**config.mk**
```make
export PLATFORM = sky130hd
export DESIGN_NAME = mrt_table
export DESIGN_NICKNAME = d
export VERILOG_FILES = /design/src/rtl/mrt_pkg.sv /design/src/rtl/mrt_mod_reduce.sv /design/src/rtl/mrt_row.sv /design/src/rtl/mrt_table.sv
export SDC_FILE = /design/constraint.sdc
export NUM_CORES = 1
export LEC_CHECK = 0
export ABC_CLOCK_PERIOD_IN_PS = 41800
export BUFFER_PORTS_ARGS = -buffer_cell sky130_fd_sc_hd__buf_4
export CORE_UTILIZATION = 48
export DETAILED_ROUTE_END_ITERATION = 7
export GPL_TIMING_DRIVEN = 0
export PLACE_DENSITY_LB_ADDON = 0.25
export SYNTH_ARGS = -nofsm -noshare
export SYNTH_HDL_FRONTEND = slang
export SYNTH_SLANG_ARGS = --single-unit
```
**constraint.sdc**
```tcl
create_clock -name clk_i -period 41.8 [get_ports clk_i]
set_input_delay 8.36 -clock clk_i [delete_from_list [all_inputs] [get_ports clk_i]]
set_output_delay 8.36 -clock clk_i [all_outputs]
set_load 0.01 [all_outputs]
```
**src/rtl/mrt_pkg.sv**
```systemverilog
package mrt_pkg;
  localparam int NUM_RES = 6;
  localparam int MAX_II  = 16;
  localparam int T_W     = 16;
  localparam int RES_W   = $clog2(NUM_RES);
  localparam int II_W    = $clog2(MAX_II + 1);
  localparam int SLOT_W  = $clog2(MAX_II);

  typedef enum logic [RES_W-1:0] {
    RES_ALU0 = 3'd0,
    RES_ALU1 = 3'd1,
    RES_MEM  = 3'd2,
    RES_BUS0 = 3'd3,
    RES_BUS1 = 3'd4,
    RES_BR   = 3'd5
  } res_id_e;
endpackage

```
**src/rtl/mrt_mod_reduce.sv**
```systemverilog
// Restoring remainder, one conditional subtract per time bit.
module mrt_mod_reduce #(
  parameter int T_W = 16,
  parameter int D_W = 5
) (
  input  logic [T_W-1:0] t_i,
  input  logic [D_W-1:0] d_i,
  output logic [D_W-1:0] rem_o
);
  logic [D_W-1:0] part [T_W+1];
  logic [D_W-1:0] shf  [T_W];

  assign part[0] = '0;

  for (genvar g = 0; g < T_W; g++) begin : g_stage
    // part < d <= 2^(D_W-1), so the top bit is zero and may be dropped
    assign shf[g]    = {part[g][D_W-2:0], t_i[T_W-1-g]};
    assign part[g+1] = (shf[g] >= d_i) ? (shf[g] - d_i) : shf[g];
  end

  assign rem_o = part[T_W];
endmodule

```
**src/rtl/mrt_row.sv**
```systemverilog
module mrt_row #(
  parameter int MAX_II = 16,
  localparam int SLOT_W = $clog2(MAX_II)
) (
  input  logic              clk_i,
  input  logic              rst_ni,
  input  logic              wipe_i,
  input  logic              set_i,
  input  logic [SLOT_W-1:0] set_idx_i,
  input  logic              clr_i,
  input  logic [SLOT_W-1:0] clr_idx_i,
  output logic [MAX_II-1:0] occ_o
);
  logic [MAX_II-1:0] set_mask, clr_mask, occ_d, occ_q;

  always_comb begin
    set_mask = '0;
    clr_mask = '0;
    if (set_i) set_mask[set_idx_i] = 1'b1;
    if (clr_i) clr_mask[clr_idx_i] = 1'b1;
    occ_d = wipe_i ? '0 : ((occ_q & ~clr_mask) | set_mask);
  end

  always_ff @(posedge clk_i or negedge rst_ni) begin
    if (!rst_ni) occ_q <= '0;
    else         occ_q <= occ_d;
  end

  assign occ_o = occ_q;
endmodule

```
**src/rtl/mrt_table.sv**
```systemverilog
module mrt_table
  import mrt_pkg::*;
(
  input  logic              clk_i,
  input  logic              rst_ni,
  input  logic              ii_load_i,
  input  logic [II_W-1:0]   ii_val_i,
  input  logic              clear_i,
  input  logic              req_valid_i,
  input  logic              req_commit_i,
  input  logic [RES_W-1:0]  req_res_i,
  input  logic [T_W-1:0]    req_time_i,
  input  logic              rel_valid_i,
  input  logic [RES_W-1:0]  rel_res_i,
  input  logic [T_W-1:0]    rel_time_i,
  output logic [II_W-1:0]   ii_o,
  output logic [SLOT_W-1:0] slot_o,
  output logic              free_o,
  output logic              conflict_o,
  output logic [MAX_II-1:0] busy_row_o
);
  localparam int OCC_W = NUM_RES * MAX_II;

  logic [II_W-1:0]   ii_q;
  logic              load_ok, wipe;
  logic [II_W-1:0]   req_rem, rel_rem;
  logic [SLOT_W-1:0] req_slot, rel_slot;
  logic              req_res_ok, rel_res_ok;
  logic [MAX_II-1:0] occ [NUM_RES];
  logic [OCC_W-1:0]  occ_flat;
  logic [MAX_II-1:0] req_row;
  logic              req_busy, commit_ok;

  assign load_ok = ii_load_i && (ii_val_i != '0) && (ii_val_i <= II_W'(MAX_II));
  assign wipe    = load_ok || clear_i;

  always_ff @(posedge clk_i or negedge rst_ni) begin
    if (!rst_ni)      ii_q <= II_W'(1);
    else if (load_ok) ii_q <= ii_val_i;
  end

  mrt_mod_reduce #(.T_W(T_W), .D_W(II_W)) u_req_mod (
    .t_i(req_time_i), .d_i(ii_q), .rem_o(req_rem)
  );
  mrt_mod_reduce #(.T_W(T_W), .D_W(II_W)) u_rel_mod (
    .t_i(rel_time_i), .d_i(ii_q), .rem_o(rel_rem)
  );

  assign req_slot   = req_rem[SLOT_W-1:0];
  assign rel_slot   = rel_rem[SLOT_W-1:0];
  assign req_res_ok = (req_res_i < RES_W'(NUM_RES));
  assign rel_res_ok = (rel_res_i < RES_W'(NUM_RES));

  always_comb begin
    req_row = '0;
    for (int r = 0; r < NUM_RES; r++)
      if (req_res_i == RES_W'(r)) req_row = occ[r];
  end

  assign req_busy  = req_row[req_slot];
  assign free_o    = req_valid_i && req_res_ok && !req_busy;
  assign conflict_o = req_valid_i && req_commit_i && req_res_ok && req_busy;
  assign commit_ok = free_o && req_commit_i;

  for (genvar r = 0; r < NUM_RES; r++) begin : g_row
    mrt_row #(.MAX_II(MAX_II)) u_row (
      .clk_i    (clk_i),
      .rst_ni   (rst_ni),
      .wipe_i   (wipe),
      .set_i    (commit_ok && (req_res_i == RES_W'(r))),
      .set_idx_i(req_slot),
      .clr_i    (rel_valid_i && rel_res_ok && (rel_res_i == RES_W'(r))),
      .clr_idx_i(rel_slot),
      .occ_o    (occ[r])
    );
    assign occ_flat[r*MAX_II +: MAX_II] = occ[r];
  end

  assign ii_o       = ii_q;
  assign slot_o     = req_slot;
  assign busy_row_o = req_row;
endmodule

```
==> results.ini <==
[setup_path]
critPathMaxFanout=10
crit_start=req_time_i[15]
crit_slowest_cell=mux2_2
endpoint_kind=output pin
required_ps=33440
start_kind=input port
slowest_delay_ps=420
rrSetupSlack_ps=14930
reg2reg_from=ii_o[1]
crit_arrival_ps=31940
worstSetupPathType=in2out
worst_path_most_repeated_cell=a21o_1

[synthesis]
ys_types=69
ys_ff_latch=101
synth_edf_count=0
synthArstFlopShare_pct=100
syn_area_um2=12100
synth_fp_nets=1552
synthesis.instances=1319
synth.yosys.seq_area_share_pct=20.8
ys.flop_type=dfrtp_1
synth_warnings=0
avgSynthCellArea_um2=9.20

[sta]
fin_crit_ps=40300
timing.slew.headroom_pct=15.9
skew_ps=14.5
rsz0062_at_grt=false
max_freq_ghz=0.0248
maxSlewViolCount=0
timing_hold_violations_final=0
timing.final.crit_share_pct=96.4
tns_ps=0
worstMarginPinSlew_ps=1260
setup_viol=0

[hold_path]
min_from=g_row[2].u_row.occ_o[14]
holdCritPathClass=reg2reg

[global_route]
first_global_vias=11064
track_usage_pct=27.1
antenna_found_initial=0
grt-ovfl-total=0
gr-max-usage-layer=met2
met1_usage_pct=34.7
grt_first_pass_wirelength_mm=56.4
grt_max_degree=102
grt_use_met2_pct=46.8
use_met3_pct=3.11

[finish]
layout_commonest_cell=ha_1
nets=1641
drive_above_1_share_pct=14.2
mostFrequentLayoutCells=153 x ha_1, 100 x inv_1, 99 x dfrtp_1
area_delta_synth_final_pct=11.3
fillers=2268

[route]
vias=11131
drc=0
wl_per_cell_um=20.0
firstDrtPassIters=5
postRouteWirelength_mm=34.8
drt_iter0_drc=888
ant_nets=0
via_per_inst=6.41

[place]
port-buffer-count=73
gp_congestion=0.898
dp_hpwl_mm=26.0

[floorplanning]
io_pins=77
chipWidth_um=161
dieArea_um2=25900
core-area_um2=24500
die_h_um=161
num_rows=57
start_util_pct=49.5

[clock_tree]
cts-root-buf=clkbuf_16
cts_max_level=3
cts_tree=done
clock_path_buffers=2
clkSlewWorstSetupHoldPaths_ps=80
cts-buffers-inserted=9
cts.sinks=101
hold_buffers=0
clk_latency_ps=370

[run_status]
outcome=finished clean

[run]
max_cap_violations=0

## area by class of cell
cell class	instances	area (µm²)	share of cell area, %
timing repair buffer	78	654	4.84
buffer	66	280	2.07
sequential	101	2530	18.7
multi-input combinational	1048	8970	66.4
tap	324	405	3.00
clock buffer	10	239	1.77
antenna	1	2.50	0.0185
inverter	104	390	2.89
clock inverter	5	45.0	0.333
## cells by family after synthesis
family	synth area share [%]
AND/OR/NAND/NOR	9.03
AO/OA/AOI/OAI	28.0
multiplexers	11.7
flip-flops	20.8
buffers and inverters	5.51
adder cells (fa/ha/maj)	20.7
XOR/XNOR	4.26
## layer usage
layer	wire length, µm	up-vias
li1	-	5226
met1	14800	5411
met2	17000	417
met3	2030	77
met4	989	0
met5	0	-
## registers in the layout (all words and copies together) (netlist names)
name / cells
ii_o: 5
g_row.u_row.occ_o: 96
## critical path, delay by kind of cell
kind                       cells  cell delay (ps)
adders and majority gates     16             4350
and+or+nand+nor               13             1990
AOI/OAI and AO/OA             59            12250
muxes                         10             3420
buffers and inverters         17             1600
## Yosys cell counts (54+ instances only)
| cell type | number | area share [%] |
|---|---|---|
| a21o_1 | 86 | 5.3 |
| a21oi_1 | 60 | 2.5 |
| clkbuf_1 | 55 | 1.7 |
| dfrtp_1 | 100 | 21 |
| ha_1 | 153 | 16 |
| inv_1 | 102 | 3.2 |
| mux2_2 | 62 | 5.8 |
| mux2i_1 | 65 | 5.4 |
| nand2_1 | 54 | 1.7 |
| nor2_1 | 56 | 1.7 |
| o311ai_0 | 96 | 6.9 |
| o31ai_1 | 93 | 5.8 |
## path summary, 6_finish.rpt
| kind | cells past startpoint | endpoint |
|---|---|---|
| worst max-delay path | 115 | conflict_o |
| worst min-delay path | 2 | g_row[2].u_row.occ_o[14] |
| worst max register to register | 103 | g_row[0].u_row.occ_o[12] |
| worst min register to register | 2 | g_row[2].u_row.occ_o[14] |
| max in group asynchronous | 2 | ii_o[1] |
| min in group asynchronous | 1 | g_row[4].u_row.occ_o[14] |
## what timing repair did
| action | CTS | global route |
|---|---|---|
| endpoints found under the setup margin | 0 | 2 |
| endpoints found under the hold margin | 0 | 0 |
| setup buffers | 0 | 1 |
| resized for setup | 0 | 11 |
## per-stage QoR
stage	hold slack (ps)	util [%]	worst slack [ps]	cell area [µm²]	std cells
2_1_floorplan	519	-	3490	12100	1319
3_3_place_gp	542	53.4	710	13100	1716
3_5_place_dp	550	53.5	236	13100	1718
4_1_cts	565	54.7	140	13400	1733
5_1_grt	592	55.1	86.1	13500	1736
6_report	568	55.1	1500	13500	1737
Power is left out: the tool's default activity adds up to more than one toggle a clock period on the data nets, which glitch-free logic cannot reach.
